===== src/rtl/tile_stage_pkg.sv =====
package tile_stage_pkg;
  localparam int CHAR_W    = 14;          // widest character field
  localparam int TILE_LOG2 = 4;           // 16x16 pixel tiles
  localparam int WORD_LOG2 = 4;           // 16-bit tile-set words
  localparam int PIX_AW    = CHAR_W + 2 * TILE_LOG2;
  localparam int WORD_W    = 1 << WORD_LOG2;

  typedef enum logic [1:0] {
    MAP_8   = 2'd0,
    MAP_16A = 2'd1,
    MAP_16B = 2'd2,
    MAP_32  = 2'd3
  } map_mode_e;

  typedef struct packed {
    logic [7:0]           bgc;
    logic [7:0]           fgc;
    logic [2:0]           depth;   // clamped to 0..4
    logic [WORD_LOG2-1:0] bit_ofs;
  } pix_ctx_t;
endpackage


===== src/rtl/tile_entry_decode.sv =====
module tile_entry_decode
  import tile_stage_pkg::*;
(
  input  logic [1:0]        mode,
  input  logic [31:0]       word,
  output logic [CHAR_W-1:0] char_code,
  output logic              mir,
  output logic              flip,
  output logic [7:0]        bgc,
  output logic [7:0]        fgc
);
  map_mode_e m;
  assign m = map_mode_e'(mode);

  always_comb begin
    char_code = '0;
    mir       = 1'b0;
    flip      = 1'b0;
    bgc       = 8'h00;
    fgc       = 8'h00;
    unique case (m)
      MAP_8: begin
        char_code = CHAR_W'(word[7:0]);
      end
      MAP_16A: begin
        bgc       = {word[15:12], 4'h0};
        fgc       = {word[11:8], 4'h0};
        char_code = CHAR_W'(word[7:0]);
      end
      MAP_16B: begin
        flip      = word[15];
        mir       = word[14];
        char_code = word[CHAR_W-1:0];
      end
      MAP_32: begin
        bgc       = word[31:24];
        fgc       = word[23:16];
        flip      = word[15];
        mir       = word[14];
        char_code = word[CHAR_W-1:0];
      end
      default: ;
    endcase
  end
endmodule


===== src/rtl/tile_addr_gen.sv =====
module tile_addr_gen
  import tile_stage_pkg::*;
(
  input  logic                 clk,
  input  logic                 rst,
  input  logic                 in_valid,
  input  logic [1:0]           in_mode,
  input  logic [CHAR_W-1:0]    char_code,
  input  logic                 mir,
  input  logic                 flip,
  input  logic [TILE_LOG2-1:0] px_x,
  input  logic [TILE_LOG2-1:0] px_y,
  input  logic [2:0]           depth,
  input  logic [7:0]           bgc,
  input  logic [7:0]           fgc,
  output logic                 out_valid,
  output logic [PIX_AW-1:0]    word_addr,
  output pix_ctx_t             ctx
);
  localparam logic [TILE_LOG2-1:0] EDGE = {TILE_LOG2{1'b1}};

  logic [TILE_LOG2-1:0] xq, yq;
  logic [PIX_AW-1:0]    pix_idx;
  logic [2:0]           dc;
  logic [2:0]           sh;
  logic [WORD_LOG2-1:0] lo_mask;
  logic [WORD_LOG2-1:0] ofs;

  always_comb begin
    xq      = mir  ? (EDGE - px_x) : px_x;
    yq      = flip ? (EDGE - px_y) : px_y;
    pix_idx = {char_code, yq, xq};
    dc      = (depth > 3'd4) ? 3'd4 : depth;
    sh      = 3'(WORD_LOG2) - dc;
    lo_mask = {WORD_LOG2{1'b1}} >> dc;
    ofs     = WORD_LOG2'((pix_idx[WORD_LOG2-1:0] & lo_mask) << dc);
  end

  always_ff @(posedge clk) begin
    if (rst) begin
      out_valid <= 1'b0;
      word_addr <= '0;
      ctx       <= '0;
    end else begin
      out_valid <= in_valid;
      if (in_valid) begin
        word_addr   <= pix_idx >> sh;
        ctx.bgc     <= bgc;
        ctx.fgc     <= fgc;
        ctx.depth   <= dc;
        ctx.bit_ofs <= ofs;
      end
    end
  end

  // request follows acceptance by one cycle, never otherwise
  p_req_follows_r9: assert property (@(posedge clk) disable iff (rst)
    in_valid |=> out_valid);
  p_idle_no_req_r11: assert property (@(posedge clk) disable iff (rst)
    !in_valid |=> !out_valid);
  // byte map entries carry no colour attributes
  p_byte_map_plain_r1: assert property (@(posedge clk) disable iff (rst)
    (in_valid && in_mode == 2'd0) |=> (ctx.bgc == 8'h00 && ctx.fgc == 8'h00));
endmodule


===== src/rtl/tile_color_unit.sv =====
module tile_color_unit
  import tile_stage_pkg::*;
(
  input  logic              clk,
  input  logic              rst,
  input  logic              in_valid,
  input  pix_ctx_t          ctx,
  input  logic [WORD_W-1:0] pix_word,
  output logic              out_valid,
  output logic [7:0]        col_idx
);
  logic [WORD_W-1:0] shifted;
  logic [WORD_W-1:0] mask;
  logic [WORD_W-1:0] pixv;
  logic [7:0]        sum;
  logic [7:0]        col_d;

  always_comb begin
    shifted = pix_word >> ctx.bit_ofs;
    case (ctx.depth)
      3'd0:    mask = WORD_W'(16'h0001);
      3'd1:    mask = WORD_W'(16'h0003);
      3'd2:    mask = WORD_W'(16'h000F);
      3'd3:    mask = WORD_W'(16'h00FF);
      default: mask = {WORD_W{1'b1}};
    endcase
    pixv  = shifted & mask;
    sum   = pixv[7:0] + ctx.fgc;
    col_d = (pixv == '0) ? ctx.bgc : sum;
  end

  always_ff @(posedge clk) begin
    if (rst) begin
      out_valid <= 1'b0;
      col_idx   <= 8'h00;
    end else begin
      out_valid <= in_valid;
      if (in_valid) col_idx <= col_d;
    end
  end

  // a zero pixel always yields the background colour
  p_zero_is_bg_r7: assert property (@(posedge clk) disable iff (rst)
    (in_valid && pixv == '0) |=> (col_idx == $past(ctx.bgc)));
endmodule


===== src/rtl/tile_attr_stage.sv =====
module tile_attr_stage
  import tile_stage_pkg::*;
#(
  parameter int RD_LAT = 1
) (
  input  logic        clk,
  input  logic        rst,
  input  logic        ent_valid,
  input  logic [1:0]  map_mode,
  input  logic [31:0] ent_word,
  input  logic [3:0]  px_x,
  input  logic [3:0]  px_y,
  input  logic [2:0]  tile_depth,
  output logic        addr_valid,
  output logic [21:0] addr_word,
  output logic [3:0]  addr_bit,
  input  logic [15:0] pix_word,
  output logic        col_valid,
  output logic [7:0]  col_idx
);
  localparam int LAT = (RD_LAT < 1) ? 1 : RD_LAT;

  logic [CHAR_W-1:0] dec_char;
  logic              dec_mir, dec_flip;
  logic [7:0]        dec_bgc, dec_fgc;
  logic              s1_valid;
  logic [PIX_AW-1:0] s1_addr;
  pix_ctx_t          s1_ctx;

  logic     dly_valid [LAT];
  pix_ctx_t dly_ctx   [LAT];

  tile_entry_decode u_dec (
    .mode      (map_mode),
    .word      (ent_word),
    .char_code (dec_char),
    .mir       (dec_mir),
    .flip      (dec_flip),
    .bgc       (dec_bgc),
    .fgc       (dec_fgc)
  );

  tile_addr_gen u_addr (
    .clk       (clk),
    .rst       (rst),
    .in_valid  (ent_valid),
    .in_mode   (map_mode),
    .char_code (dec_char),
    .mir       (dec_mir),
    .flip      (dec_flip),
    .px_x      (px_x),
    .px_y      (px_y),
    .depth     (tile_depth),
    .bgc       (dec_bgc),
    .fgc       (dec_fgc),
    .out_valid (s1_valid),
    .word_addr (s1_addr),
    .ctx       (s1_ctx)
  );

  assign addr_valid = s1_valid;
  assign addr_word  = s1_addr;
  assign addr_bit   = s1_ctx.bit_ofs;

  // attribute delay line matching the tile-set read latency
  genvar g;
  generate
    for (g = 0; g < LAT; g++) begin : g_dly
      always_ff @(posedge clk) begin
        if (rst) begin
          dly_valid[g] <= 1'b0;
          dly_ctx[g]   <= '0;
        end else if (g == 0) begin
          dly_valid[g] <= s1_valid;
          dly_ctx[g]   <= s1_ctx;
        end else begin
          dly_valid[g] <= dly_valid[(g == 0) ? 0 : g - 1];
          dly_ctx[g]   <= dly_ctx[(g == 0) ? 0 : g - 1];
        end
      end
    end
  endgenerate

  tile_color_unit u_col (
    .clk       (clk),
    .rst       (rst),
    .in_valid  (dly_valid[LAT-1]),
    .ctx       (dly_ctx[LAT-1]),
    .pix_word  (pix_word),
    .out_valid (col_valid),
    .col_idx   (col_idx)
  );

  // every delayed request produces exactly one colour result
  p_col_follows_r9: assert property (@(posedge clk) disable iff (rst)
    dly_valid[LAT-1] |=> col_valid);
  p_no_spurious_col_r9: assert property (@(posedge clk) disable iff (rst)
    !dly_valid[LAT-1] |=> !col_valid);
  // reset leaves nothing in flight
  p_reset_clears_r10: assert property (@(posedge clk)
    rst |=> (!addr_valid && !col_valid));
endmodule


===== config.mk =====
export PLATFORM = sky130hd
export DESIGN_NAME = tile_attr_stage
export DESIGN_NICKNAME = d
export VERILOG_FILES = /design/src/rtl/tile_stage_pkg.sv /design/src/rtl/tile_entry_decode.sv /design/src/rtl/tile_addr_gen.sv /design/src/rtl/tile_color_unit.sv /design/src/rtl/tile_attr_stage.sv
export SDC_FILE = /design/constraint.sdc
export NUM_CORES = 1
export LEC_CHECK = 0
export CELL_PAD_IN_SITES_DETAIL_PLACEMENT = 0
export CELL_PAD_IN_SITES_GLOBAL_PLACEMENT = 1
export CORE_MARGIN = 3
export CORE_UTILIZATION = 30
export CTS_CLUSTER_DIAMETER = 200
export DETAILED_ROUTE_END_ITERATION = 7
export PLACE_DENSITY = 0.63
export SETUP_SLACK_MARGIN = 0.5
export SLEW_MARGIN = 0
export SYNTH_ARGS = -nofsm -noshare
export SYNTH_HDL_FRONTEND = slang
export SYNTH_SLANG_ARGS = --single-unit

===== constraint.sdc =====
create_clock -name clk -period 3.7 [get_ports clk]
set_clock_uncertainty 0.2 [all_clocks]
set_input_delay 0.74 -clock clk [delete_from_list [all_inputs] [get_ports clk]]
set_output_delay 0.74 -clock clk [all_outputs]
set_load 0.05 [all_outputs]

After elaboration in Yosys (flattened, before gate mapping)
Memory sizes are Yosys's and may differ from the RTL's.
Cells that the tools add are included.
{"block": "totals", "output_inout_bits": 36, "ram_bits": 24, "inputBits": 64, "register_bits": 55, "word_cells": 51, "memories": 2}
{"memory": "dly_ctx", "words": 1, "word_bits": 23, "rd": 1, "rd_clocked_by_memory_dff": 0, "write_ports": 1, "line_no": "tile_attr_stage.sv:31", "text": "pix_ctx_t dly_ctx [LAT];"}
{"memory": "dly_valid", "words": 1, "word_bits": 1, "rd": 1, "rd_clocked_by_memory_dff": 0, "write_ports": 1, "line_no": "tile_attr_stage.sv:30", "text": "logic dly_valid [LAT];"}
{"block": "classes", "n_reduce_logical": 7, "muxes": 17, "bitwise": 2, "add_sub_neg": 4, "shifts": 4, "n_lt_le_gt_ge": 1, "n_eq_ne": 6}
{"operator": "$pmux W16 S4", "count": 1}
{"operator": "$pmux W8 S2", "count": 2}
{"operator": "$pmux W14 S2", "count": 1}
{"operator": "$mux W23", "count": 1}
{"operator": "$reduce_or A23 Y1", "count": 1}
{"operator": "$shr A22 B3 Y22", "count": 1}
{"operator": "$and A16 B16 Y16", "count": 1}
{"operator": "$logic_not A16 Y1", "count": 1}
{"operator": "$shr A16 B4 Y16", "count": 1}
{"operator": "$add A8 B8 Y8", "count": 1}
{"operator": "$mux W1", "count": 8}
{"operator": "$mux W4", "count": 2}
{"operator": "$mux W8", "count": 1}
{"operator": "$sub A4 B4 Y4 const A", "count": 2}
{"operator": "$eq A3 B2 Y1 const B", "count": 2}
{"operator": "$and A4 B4 Y4", "count": 1}
{"operator": "$eq A2 B2 Y1 const B", "count": 2}
{"operator": "$reduce_or A2 Y1", "count": 2}
{"operator": "$shl A4 B3 Y4", "count": 1}
{"operator": "$shr A4 B3 Y4 const A", "count": 1}
{"operator": "$eq A3 B1 Y1 const B", "count": 1}
{"operator": "$gt A3 B3 Y1 const B", "count": 1}
{"operator": "$logic_not A3 Y1", "count": 1}
{"operator": "$mux W3", "count": 1}
{"operator": "other kinds (4)", "count": 4}

Logic depth before layout (Yosys ltp)
{"block": "depth", "word_depth": 6, "mapped_depth": 14}

Hierarchy
From an unflattened synthesis, not the netlist that was laid out.
{"block": "hier_totals", "hier_cells": 560, "hier_area_um2": 5111.2}
{"module": "tile_addr_gen", "area_each_um2": 2509.9, "cells_each": 289, "instances": 1}
{"module": "tile_color_unit", "area_each_um2": 1570.3, "cells_each": 177, "instances": 1}
{"module": "tile_attr_stage", "area_each_um2": 693.2, "cells_each": 50, "instances": 1}
{"module": "tile_entry_decode", "area_each_um2": 337.8, "cells_each": 44, "instances": 1}

Least setup slack after synthesis
No wires, ideal clock.
{"block": "synth_path", "kind": "input-to-reg", "startpoint": "input port pix_word[3]", "endpoint": "register u_col.col_idx[6]", "path_buffers": 0, "slack_ns": 0.367, "cell_stages": 12, "t_required_ns": 3.409, "t_arrival_ns": 3.042, "cell_sequence": "mux4_2 nor2b_4 a211oi_2 a31oi_1 ha_1 fa_1 a21o_1 a21oi_1 o21bai_1 a21oi_1 xor2_1 a311oi_1"}
{"block": "synth_via", "elab_chain_len": 4, "elab_cells_between_ends": 5, "cone_classes": "add/sub: 1; shift: 1; mux: 1; bitwise: 1; reduce/logical: 1"}
{"item": "start: declaration", "line_no": "tile_attr_stage.sv:17", "text": "input logic [15:0] pix_word,"}
{"item": "$shr A16 B4 Y16 (*)", "line_no": "tile_color_unit.sv:19", "text": "shifted = pix_word >> ctx.bit_ofs;"}
{"item": "$and A16 B16 Y16 (*)", "line_no": "tile_color_unit.sv:27", "text": "pixv = shifted & mask;"}
{"item": "$add A8 B8 Y8 or $logic_not A16 Y1 (tied branches)", "line_no": "tile_color_unit.sv:28, tile_color_unit.sv:29"}
{"item": "$mux W8 (*)", "line_no": "tile_color_unit.sv:29", "text": "col_d = (pixv == '0) ? ctx.bgc : sum;"}
{"item": "end signal: assignment", "line_no": "tile_color_unit.sv:38", "text": "if (in_valid) col_idx <= col_d;"}
{"item": "end: declaration", "line_no": "tile_color_unit.sv:10", "text": "output logic [7:0] col_idx"}
Every way passes the cells marked *; elsewhere a longest branch is shown, timed or not.
A chain may end at the register's enable or synchronous reset.

Final worst setup path
{"block": "layout_path", "startpoint": "input port pix_word[2]", "endpoint": "register u_col.col_idx[6]"}
The elaborated chain is that of the path after synthesis.

==> results.py <==
metrics = {
    "run_status": {
        "run_status": "complete, no violations",
    },
    "critical_path": {
        "kind_of_capture_point_of_the_worst_setup_path": "flip-flop",
        "cp_data_required_time_ns": 3.75,
        "cp.arrival_ns": 3.20,
        "crit-reg2reg-capture": "u_col.col_idx[6]",
        "rr_startpoint": "dly_ctx[0][0]",
        "critPathMaxStageDelay_ns": 0.49,
        "rr_worst_depth": 13,
        "worst_setup_path_startpoint": "pix_word[2]",
        "critical_path.startpoint_type": "input port",
        "timing.critical_path.cells": "buf_2, buf_4, mux4_2, mux2i_4, o31ai_4, buf_6, fa_2, a21o_1, a21oi_2, o21bai_1, a21oi_1, xor2_1, a311oi_1",
        "timing.reg2reg.setup_slack_ns": 0.57,
        "critical_path_class": "in -> reg",
        "cp-endpoint": "u_col.col_idx[6]",
        "timing.critical_path.fanout_max": 2,
        "cp_top_family": "compound AO/OA/AOI/OAI gates",
        "total_buffers_and_inverters_traversed_by_the_critical_path": 3,
        "critical_path_depth": 13,
        "critical_path.slowest_cell": "sky130_fd_sc_hd__mux4_2",
    },
    "job": {
        "max_cap_violations": 0,
    },
    "logic_synthesis": {
        "syn_area_per_cell_um2": 8.98,
        "flops_latches_synth": 79,
        "postSynth.topFlopCell": "sky130_fd_sc_hd__dfxtp_1",
        "yosys_warnings": 0,
        "yosys-top-cells-area": "sky130_fd_sc_hd__dfxtp_1 33%, sky130_fd_sc_hd__mux2i_1 9.8%, sky130_fd_sc_hd__mux4_2 5.2%, sky130_fd_sc_hd__nand2_1 4.5%, sky130_fd_sc_hd__nor2b_1 4.1%",
        "netlist_top_cells_count": "79 x sky130_fd_sc_hd__dfxtp_1, 57 x sky130_fd_sc_hd__nand2_1, 47 x sky130_fd_sc_hd__mux2i_1, 41 x sky130_fd_sc_hd__nor2_1",
        "synthArstFlopShare": 0,
        "post-synth-top-count-cell": "sky130_fd_sc_hd__dfxtp_1",
        "synth_seq_area_share": 0.331,
        "syn_inst": 532,
        "syn-num-nets": 607,
        "netlist.top_cell.by_area": "sky130_fd_sc_hd__dfxtp_1",
        "synth_top_area_frac": 0.331,
        "synth_edf_count": 0,
        "synth.lib_cells_used.distinct": 60,
        "mappedNetlistArea_um2": 4780,
    },
    "final_layout": {
        "drive_gt1_frac": 0.258,
        "layout.cell_area.non_filler_um2": 6880,
        "num-fill-cells": 1531,
        "diodes": 0,
        "postLayoutCoreUtil": 0.448,
        "final_nets": 741,
        "area_overhead_of_the_layout_relative_to_synthesis_pct": 44.0,
    },
    "placement": {
        "detailed_place.area_um2": 6180,
        "port-buffer-count": 99,
        "place_congestion": 0.870,
        "detailedPlacementHpwl_um": 10700,
    },
    "die": {
        "i_o_pins": 100,
        "dieWidth_um": 132,
        "core.rowCount": 45,
        "chipHeight_um": 132,
        "initial_utilization": 0.311,
        "standard_cell_core_area_um2": 15400,
        "die-area_um2": 17500,
    },
    "clock_tree": {
        "clock_tree_from_tritoncts": "yes",
        "h-tree-depth": 3,
        "cts_root_buf": "sky130_fd_sc_hd__clkbuf_16",
        "clkSinkCount": 79,
        "worst_skew_pair.late_latency_ns": 0.34,
        "path_clk_slew_ns": 0.07,
        "ctsLongestPathBuffers": 2,
        "cts_made_buffers": 9,
    },
    "hold_path": {
        "holdCritStartpoint": "u_addr.ctx[8]",
        "hold_path.class": "reg -> reg",
    },
    "power": {
        "ir_drop_uv": 252,
        "p_leak_nw": 2.66,
        "power_density_nw_per_um2": 355,
    },
    "timing": {
        "worst_slew_pin_slew_ns": 0.818,
        "drv_slew": 0,
        "final-hold-violation-count": 0,
        "timing.final.crit_period_ns": 3.15,
        "setup_viol": 0,
        "fmaxAchievable_mhz": 317,
        "period_share": 0.852,
        "tns_ns": 0,
        "slew-limit-headroom": 0.454,
        "unrepaired_setup_endpoints_after_global_routing": "true",
    },
    "grt": {
        "grt_overflow_total": 0,
        "grt_start_max_net_pins": 49,
        "gr-usage-all-layers": 0.158,
        "grt_antenna_before_repair": 0,
        "first_global_vias": 4432,
        "grt_pass1_wl_um": 22500,
    },
    "route": {
        "route.detailed.vias_per_inst": 4.93,
        "dr.first_iter.drc_count": 211,
        "dr.pass1.iters": 4,
        "num_vias": 4343,
        "drc": 0,
        "route.detailed.wl_per_inst_um": 15.9,
        "drt.antenna.violating_nets": 0,
        "wire_length_after_detailed_routing_um": 14000,
    },
}
==> flip-flops by register name, indices dropped and copies added (netlist names) <==
register and count:
dly_valid 1, u_addr.ctx 23, u_col.out_valid 1, dly_ctx 23
u_addr.out_valid 1, u_addr.word_addr 22, u_col.col_idx 8
==> worst reg2reg max path, stage by stage (launching register included) <==
cell	delay, ns
sky130_fd_sc_hd__dfxtp_4	0.37
sky130_fd_sc_hd__buf_12	0.13
sky130_fd_sc_hd__buf_6	0.09
sky130_fd_sc_hd__mux4_2	0.53
sky130_fd_sc_hd__mux2i_4	0.22
sky130_fd_sc_hd__o31ai_4	0.12
sky130_fd_sc_hd__buf_6	0.15
sky130_fd_sc_hd__fa_2	0.36
sky130_fd_sc_hd__a21o_1	0.18
sky130_fd_sc_hd__a21oi_2	0.16
sky130_fd_sc_hd__o21bai_1	0.08
sky130_fd_sc_hd__a21oi_1	0.15
sky130_fd_sc_hd__xor2_1	0.08
sky130_fd_sc_hd__a311oi_1	0.24
==> metrics by stage <==
step	hold WS, ns	std cells	setup slack [ns]	total power, mW
after floorplan	0.236	532	0.491	1.31
after global placement	0.250	845	-0.194	1.54
after detailed placement	0.250	845	-0.261	1.54
after CTS	0.258	872	0.494	2.46
after global routing	0.274	881	0.404	2.56
final	0.259	881	0.548	2.44
==> area by class of cell <==
cell class              instances  area (um^2)  share of cell area
multi-input cells             397         3150               0.458
flip-flops and latches         79         1590               0.231
repair buffers                170         1550               0.225
inverters                       9         41.3             0.00600
well taps                     211          264              0.0384
clock inverters                 6         68.8              0.0100
clock buffers                   9          225              0.0327
==> cells by family (layout without fill, tap and decap cells) <==
| family | count (synthesis) | in the layout | share of synthesized area |
|---|---|---|---|
| flip-flops | 79 | 79 | 0.331 |
| AND/OR/NAND/NOR | 177 | 177 | 0.182 |
| XOR/XNOR | 19 | 19 | 0.0348 |
| buffers and inverters | 56 | 194 | 0.0597 |
| AO/OA/AOI/OAI | 116 | 116 | 0.171 |
| multiplexers | 74 | 74 | 0.191 |
| adder cells (fa/ha/maj) | 11 | 11 | 0.0304 |
==> worst min-delay path by stage <==
stage / end / slack, ns / cells after the start
after global placement: u_addr.ctx[10] / 0.25 / 2
after CTS: u_addr.ctx[17] / 0.26 / 2
after floorplan: u_addr.ctx[10] / 0.24 / 2
after detailed placement: u_addr.ctx[17] / 0.25 / 2
after global routing: u_addr.ctx[8] / 0.27 / 2
final: u_addr.ctx[8] / 0.26 / 2
==> cells in the final DEF (no fill, tap or decap), types with 3 or more instances in the layout <==
master                            instances
sky130_fd_sc_hd__mux2_2                  15
sky130_fd_sc_hd__clkdlybuf4s50_1         82
sky130_fd_sc_hd__o211ai_1                13
sky130_fd_sc_hd__nor2b_1                 30
sky130_fd_sc_hd__o21ai_0                 12
sky130_fd_sc_hd__and3_1                   3
sky130_fd_sc_hd__nor3_1                   6
sky130_fd_sc_hd__nor4b_2                  5
sky130_fd_sc_hd__nand2_1                 55
sky130_fd_sc_hd__xor2_1                  11
sky130_fd_sc_hd__buf_2                    8
sky130_fd_sc_hd__buf_6                    6
sky130_fd_sc_hd__nor2_1                  41
sky130_fd_sc_hd__xnor2_1                  7
sky130_fd_sc_hd__dfxtp_1                 77
sky130_fd_sc_hd__a22oi_1                  8
sky130_fd_sc_hd__a211oi_1                10
sky130_fd_sc_hd__clkdlybuf4s15_2          3
sky130_fd_sc_hd__and2_1                   4
sky130_fd_sc_hd__a311oi_1                 3
sky130_fd_sc_hd__clkinvlp_4               3
sky130_fd_sc_hd__a311oi_2                 3
sky130_fd_sc_hd__mux4_2                  12
sky130_fd_sc_hd__buf_4                   64
sky130_fd_sc_hd__a21oi_1                 30
sky130_fd_sc_hd__o21bai_1                 5
sky130_fd_sc_hd__clkbuf_16                9
sky130_fd_sc_hd__dlygate4sd2_1            3
sky130_fd_sc_hd__inv_1                    6
sky130_fd_sc_hd__a21o_1                   4
sky130_fd_sc_hd__mux2i_1                 42
sky130_fd_sc_hd__ha_1                     7
sky130_fd_sc_hd__nand2b_1                 3
sky130_fd_sc_hd__mux2i_2                  3
sky130_fd_sc_hd__nand3_1                 15
==> power by group <==
group / switching, mW / total, mW / internal [mW]
clock network: 0.364 / 0.888 / 0.523
logic: 0.352 / 0.641 / 0.289
registers: 0.0264 / 0.916 / 0.890
total: 0.743 / 2.44 / 1.70
==> layer usage <==
metal  share of wire  global-route usage  wire length (um)  up-vias
li1                -                   -                 -     2185
met1            0.45               0.195              6230     2066
met2            0.49               0.272              6920       86
met3           0.054              0.0519               757        6
met4          0.0064              0.0306                89        0
met5               0                   0                 0        -
==> what timing repair did <==
item	in CTS	in global routing
endpoints found under the setup margin	8	17
pin swaps	29	21
cloned	1	0
resized for setup	79	21
setup buffers	11	9
hold buffers	0	0
Power figures use the tool's default switching activity.
